## config.mk

```make
export PLATFORM = sky130hd
export DESIGN_NAME = sram_slot_arbiter
export DESIGN_NICKNAME = d
export VERILOG_FILES = /design/src/rtl/sram_arb_pkg.sv /design/src/rtl/arb_clk_div.sv /design/src/rtl/arb_slot_seq.sv /design/src/rtl/arb_io_decode.sv /design/src/rtl/sram_slot_arbiter.sv
export SDC_FILE = /design/constraint.sdc
export NUM_CORES = 1
export LEC_CHECK = 0
export CAP_MARGIN = 15
export CORE_MARGIN = 2
export CORE_UTILIZATION = 45
export CTS_BUF_LIST = sky130_fd_sc_hd__clkbuf_16
export CTS_CLUSTER_SIZE = 8
export DETAILED_ROUTE_END_ITERATION = 8
export GPL_TIMING_DRIVEN = 0
export PLACE_DENSITY = 0.85
export SLEW_MARGIN = 15
export SYNTH_ARGS = -nofsm -noshare
export SYNTH_HDL_FRONTEND = slang
export SYNTH_SLANG_ARGS = --single-unit
```

## constraint.sdc

```tcl
create_clock -name clk -period 4.6 [get_ports clk]
set_clock_uncertainty 0.2 [all_clocks]
set_input_delay 1.38 -clock clk [delete_from_list [all_inputs] [get_ports clk]]
set_output_delay 1.38 -clock clk [all_outputs]
set_load 0.01 [all_outputs]
```

## src/rtl/sram_arb_pkg.sv

```systemverilog
package sram_arb_pkg;

  typedef enum logic {
    SLOT_CPU = 1'b0,
    SLOT_VID = 1'b1
  } slot_e;

  // Next value of a modulo-div counter.
  function automatic int unsigned div_next(input int unsigned cur, input int unsigned div);
    return (cur == div - 1) ? 0 : cur + 1;
  endfunction

  // True when the low address byte selects port idx above base.
  function automatic logic port_hit(input logic [7:0] lo, input logic [7:0] base,
                                    input int unsigned idx);
    return lo == (base + 8'(idx));
  endfunction

  function automatic slot_e slot_flip(input slot_e s);
    return (s == SLOT_CPU) ? SLOT_VID : SLOT_CPU;
  endfunction

endpackage

```

## src/rtl/arb_clk_div.sv

```systemverilog
module arb_clk_div #(
  parameter int unsigned DIV = 28
) (
  input  logic clk,
  input  logic rst,
  output logic ce
);
  import sram_arb_pkg::*;

  localparam int unsigned CW = (DIV > 1) ? $clog2(DIV) : 1;

  logic [CW-1:0] cnt;

  always_ff @(posedge clk) begin
    if (rst) cnt <= '0;
    else     cnt <= CW'(div_next(32'(cnt), DIV));
  end

  assign ce = ~rst && (32'(cnt) == DIV - 1);

endmodule

```

## src/rtl/arb_slot_seq.sv

```systemverilog
module arb_slot_seq (
  input  logic                clk,
  input  logic                rst,
  output sram_arb_pkg::slot_e slot
);
  import sram_arb_pkg::*;

  always_ff @(posedge clk) begin
    if (rst) slot <= SLOT_CPU;
    else     slot <= slot_flip(slot);
  end

endmodule

```

## src/rtl/arb_io_decode.sv

```systemverilog
module arb_io_decode #(
  parameter int unsigned NUM_IO  = 4,
  parameter logic [7:0]  IO_BASE = 8'h10
) (
  input  logic              iorq,
  input  logic [7:0]        port_lo,
  output logic [NUM_IO-1:0] sel
);
  import sram_arb_pkg::*;

  for (genvar i = 0; i < NUM_IO; i++) begin : g_port
    assign sel[i] = iorq && port_hit(port_lo, IO_BASE, i);
  end

endmodule

```

## src/rtl/sram_slot_arbiter.sv

```systemverilog
module sram_slot_arbiter #(
  parameter int unsigned ADDR_W  = 16,
  parameter int unsigned DATA_W  = 8,
  parameter int unsigned CPU_DIV = 28,
  parameter int unsigned NUM_IO  = 4,
  parameter logic [7:0]  IO_BASE = 8'h10
) (
  input  logic              clk,
  input  logic              rst,
  output logic              cpu_ce,
  input  logic [ADDR_W-1:0] cpu_addr,
  input  logic [DATA_W-1:0] cpu_wdata,
  input  logic              cpu_wr,
  input  logic              cpu_iorq,
  output logic [DATA_W-1:0] cpu_rdata,
  output logic [NUM_IO-1:0] io_sel,
  input  logic [ADDR_W-1:0] vid_addr,
  output logic [DATA_W-1:0] vid_rdata,
  output logic [ADDR_W-1:0] sram_addr,
  output logic [DATA_W-1:0] sram_wdata,
  input  logic [DATA_W-1:0] sram_rdata,
  output logic              sram_cs_n,
  output logic              sram_oe_n,
  output logic              sram_we_n
);
  import sram_arb_pkg::*;

  slot_e slot;

  // Named internal events, also used by the bound checker.
  logic cpu_slot;   // current slot belongs to the CPU
  logic wr_take;    // write request captured at the CPU enable
  logic wr_slot;    // current slot commits the pending write

  logic              wr_pend;
  logic [ADDR_W-1:0] wr_addr;
  logic [DATA_W-1:0] wr_data;

  arb_clk_div #(.DIV(CPU_DIV)) u_div (
    .clk (clk),
    .rst (rst),
    .ce  (cpu_ce)
  );

  arb_slot_seq u_seq (
    .clk  (clk),
    .rst  (rst),
    .slot (slot)
  );

  arb_io_decode #(.NUM_IO(NUM_IO), .IO_BASE(IO_BASE)) u_io (
    .iorq    (cpu_iorq),
    .port_lo (cpu_addr[7:0]),
    .sel     (io_sel)
  );

  assign cpu_slot = (slot == SLOT_CPU);
  assign wr_take  = cpu_ce && cpu_wr && !cpu_iorq;
  assign wr_slot  = !rst && cpu_slot && wr_pend;

  always_ff @(posedge clk) begin
    if (rst) begin
      wr_pend <= 1'b0;
      wr_addr <= '0;
      wr_data <= '0;
    end else begin
      if (wr_slot) wr_pend <= 1'b0;
      if (wr_take) begin
        wr_pend <= 1'b1;
        wr_addr <= cpu_addr;
        wr_data <= cpu_wdata;
      end
    end
  end

  always_ff @(posedge clk) begin
    if (rst) begin
      cpu_rdata <= '0;
      vid_rdata <= '0;
    end else if (cpu_slot) begin
      if (!wr_slot) cpu_rdata <= sram_rdata;
    end else begin
      vid_rdata <= sram_rdata;
    end
  end

  always_comb begin
    if (wr_slot)       sram_addr = wr_addr;
    else if (cpu_slot) sram_addr = cpu_addr;
    else               sram_addr = vid_addr;
  end

  assign sram_wdata = wr_data;
  assign sram_cs_n  = rst;
  assign sram_oe_n  = rst || wr_slot;
  assign sram_we_n  = !wr_slot;

endmodule

```

# == After elaboration in Yosys (flattened, before gate mapping) ==
# Cells that the tools add are included.
# word_totals
ff_bits,47
latch_bits,0
ramBits,0
mem_bits_ro,0
output_inout_bits,48
wordCells,37
n_memories,0
# classes
n_addsub,1
mul,0
div_mod_pow,0
order_cmp,0
eq_ne,5
n_shift,0
n_mux,5
bitwise_logic,3
reduce_logical,16
# op_table
cell,n
$eq A8 B5 Y1 const B,4
$mux W16,2
$logic_and A1 B1 Y1,9
$add A5 B1 Y5 const B,1
$eq A5 B5 Y1 const B,1
$logic_not A1 Y1,3
$mux W1,3
$not A1 Y1,3
$reduce_and A2 Y1,1
$reduce_bool A2 Y1,1
$reduce_or A2 Y1,1
$logic_or A1 B1 Y1,1

# == Depth between registers and ports, before layout ==
# depth
depth_word,5
mapped_depth,6
ltp_nobuf,4

# == By module ==
# Synthesis repeated with hierarchy kept, for this count alone.
# unflattened
hier_cells,279
hier_area_um2,2570.0
# by_module_without_submodules
mod,n_inst,cells_per_inst,area_each_um2,seq_area_each_um2
sram_slot_arbiter,1,250,2260.9,820.8
arb_clk_div,1,19,226.5,100.1
arb_io_decode,1,8,58.8,0.0
arb_slot_seq,1,2,23.8,20.0

# == Worst setup path after synthesis ==
# No wires, ideal clock.
# synth_path
path_type,input -> output
from,in rst
to,out sram_addr[10]
t_arrival_ns,2.507
required_ns,3.020
setup_slack_ns,0.513
cell_stages,6
n_path_buf,3
path_cell_list,buf_2 nand2b_1 buf_2 buf_2 mux2i_1 o21ai_0
# synth_via
elab_chain_cells,4
# synth_rtl
item,line,rtl
"start, declared",sram_slot_arbiter.sv:9,"input logic rst,"
$logic_not A1 Y1,sram_slot_arbiter.sv:59,assign wr_slot = !rst && cpu_slot && wr_pend;
$logic_and A1 B1 Y1 (2 in series),sram_slot_arbiter.sv:59,
$mux W16,sram_slot_arbiter.sv:88,if (wr_slot) sram_addr = wr_addr;
"end, declared",sram_slot_arbiter.sv:19,"output logic [ADDR_W-1:0] sram_addr,"
# Every way passes these cells.

# == Worst setup path after layout ==
# layout_path
from,in rst
to,out sram_addr[6]
# The elaborated chain is that of the path after synthesis.

==> results by group <==
Status
  • Status: finished, final reports clean

Clocking
  • CTS Root Cell: clkbuf_16
  • CTS sink cnt: 47
  • H-tree depth: 2
  • Clock slew at reported path FFs: 0.06 ns
  • Clock Path Buffers: 2
  • Later-pin clock latency in the skew report: 0.28 ns
  • CTS tree: yes
  • CTS Buf Count: 5

Logic synthesis
  • Mapped Area: 0.00226 mm2
  • Seq/Total Area, Yosys: 41.6%
  • Mapped Nets: 287
  • Synth cell types: 28
  • FF+latch count, synth: 47
  • Avg Inst Size Synth: 9.66 um2
  • Mapped Cells: 234
  • Yosys warns: 0

Setup path
  • Crit Path Category: input pin to output port
  • CP max FO: 5
  • Startpoint class of the critical path: input pin
  • Critical Path Sink Type: output port
  • CP Data Arrival Time: 2.93 ns
  • Worst endpoint required time: 3.02 ns

Die
  • Initial core utilization: 47.2%
  • I/O pins: 100
  • Die Y: 74.9 um
  • Die area: 0.00560 mm2
  • Chip Width: around 75 um
  • Cell Rows: 25
  • Core ar.: 0.00479 mm2

Power
  • Power per cell area: between 200 and 300 mW/mm2
  • Leakage power: 1.68 nW
  • VDD IR max: 0.259 mV

Placed design
  • Inst Count DP: 400
  • Buffers on Ports: 99
  • Final HPWL DP: 4190 um
  • Pre-CTS WS: -0.665 ns
  • Placer congestion estimate: 0.803
  • Placed inst area: 0.00333 mm2

Timing
  • RSZ-0062 raised after global routing: no
  • Fmax: ~0.22 GHz
  • Final setup vio count: 0
  • Worst Hold Slack: roughly 0.25 ns
  • Final min period: 4.51 ns
  • Slew HR: 53.2%
  • Hold Fails Final Rpt: 0
  • Tcrit/Tclk final: 98.1%
  • Final worst slack: approximately 0.089 ns
  • Least-Margin Pin Slew: roughly 0.70 ns
  • Pins Over Slew Limit: 0

Drt
  • Residual DRC count: 0
  • Total wire length: 5830 um
  • Post-DRT Antenna Nets: 0
  • Vias per std cell: 4.97
  • Via count: 2,044
  • WL/cell: 14.2 um
  • Drt pass-1 iters: 4
  • Drt initial violations: 73

Finish
  • Most frequent cells in the layout: clkdlybuf4s50_1 (84), dfxtp_1 (47), nand2_1 (27), mux2i_1 (25), o21ai_0 (25)
  • Ant diodes: 0
  • Fin area: 0.00361 mm2
  • Layout cell share with drive strength beyond 1: ~14%
  • Post-Layout Cell Count: approximately 410
  • Commonest non-fill, non-tap cell in the layout: clkdlybuf4s50_1
  • Fill count: 355
  • Area Overhead vs Synth: 59.8%
  • # nets final: 396

Run
  • Max-Cap Viols: 0

Global routing
  • First-pass GRT wire length: 9230 um
  • Gr usage total: 21.4%
  • Pin count of the biggest net entering global routing: 17
  • GRT overflow: 0
  • Initial antenna violation count: 0
  • Number of global-route vias before repair: roughly 2,000

Min path
  • Hold Crit Class: flip-flop to flip-flop
-- path summary, 6_finish.rpt --
check | startpoint | end | slack (ns) | cells after the start
worst max-delay path | rst | sram_addr[6] | 0.09 | 7
worst min-delay path | u_div.cnt[0] | u_div.cnt[0] | 0.25 | 1
worst max register to register | u_div.cnt[0] | wr_addr[12] | 2.40 | 6
worst min register to register | u_div.cnt[0] | u_div.cnt[0] | 0.25 | 1
-- per-layer routing --
| layer | vias up | GRT usage [%] | share of wire (%) |
|---|---|---|---|
| met2 | 63 | 37.8 | 50 |
| met5 | - | 0 | 0 |
| met1 | 967 | 25.5 | 43 |
| met3 | 10 | 4.15 | 5.1 |
| met4 | 0 | 8.73 | 1.7 |
| li1 | 1004 | - | - |
-- cell families after synthesis --
group                    share of synthesized area, %
adder cells (fa/ha/maj)                         0.554
flip-flops                                       41.6
XOR/XNOR                                        0.775
buffers and inverters                            5.59
multiplexers                                     25.5
AO/OA/AOI/OAI                                    7.86
AND/OR/NAND/NOR                                  18.1
-- synth_stat cells, drive strengths merged --
library cell  count  area share [%]
a21o              1            0.33
a21oi             9             2.0
and3              2            0.55
buf               9             3.6
clkbuf            9             1.5
dfxtp            47              42
ha                1            0.55
inv               3            0.50
mux2             23              14
mux2i            25              11
nand2            27             4.5
nand2b            3            0.83
nand3             1            0.22
nand4b            2            0.78
nor2             17             2.8
nor2b            23             6.4
nor4b             2            0.78
nor4bb            1            0.44
o21ai            25             5.5
or2b              1            0.33
or4b              1            0.44
xnor2             1            0.39
xor2              1            0.39
-- per-stage QoR --
step	setup TNS [ns]	util [%]	total power [mW]
after floorplan	0	-	0.490
after global placement	-9.83	69.7	0.591
after detailed placement	-9.88	69.7	0.594
after CTS	0	74.7	1.01
after global routing	0	75.5	1.04
final	0	75.5	1.00
-- registers in the layout, indices dropped and copies added (netlist names) --
signal	count
wr_addr	16
sram_wdata	8
cpu_rdata	8
u_seq.slot	1
vid_rdata	8
u_div.cnt	5
wr_pend	1
-- report_power, final --
group / internal (mW) / switching, mW
sequential: 0.418 / 0.00579
clock: 0.259 / 0.158
combinational: 0.0939 / 0.0674
total: 0.772 / 0.232
-- critical path, stage by stage --
cell and delay (ns):
dlygate4sd2_1 0.26, buf_6 0.13, nand2b_4 0.14, buf_6 0.13, mux2i_1 0.11, o21ai_0 0.18, clkdlybuf4s50_1 0.59
-- area by class of cell --
class / count / area, um2 / area share (%)
plain buffers: 18 / 149 / 4.12
well taps: 67 / 83.8 / 2.32
multi-input cells: 166 / 1240 / 34.2
clock inverters: 3 / 47.5 / 1.32
repair buffers: 102 / 1020 / 28.2
inverters: 3 / 11.3 / 0.312
flip-flops and latches: 47 / 941 / 26.1
clock buffers: 5 / 125 / 3.47
-- what timing repair did --
item	4_1_cts	5_1_grt
pin swaps	1	3
gates resized for setup	27	8
hold buffers	0	0
cloned	1	0
buffers inserted	2	0
setup endpoints to repair	23	4
Note: power is estimated with default switching activity, not from simulation.
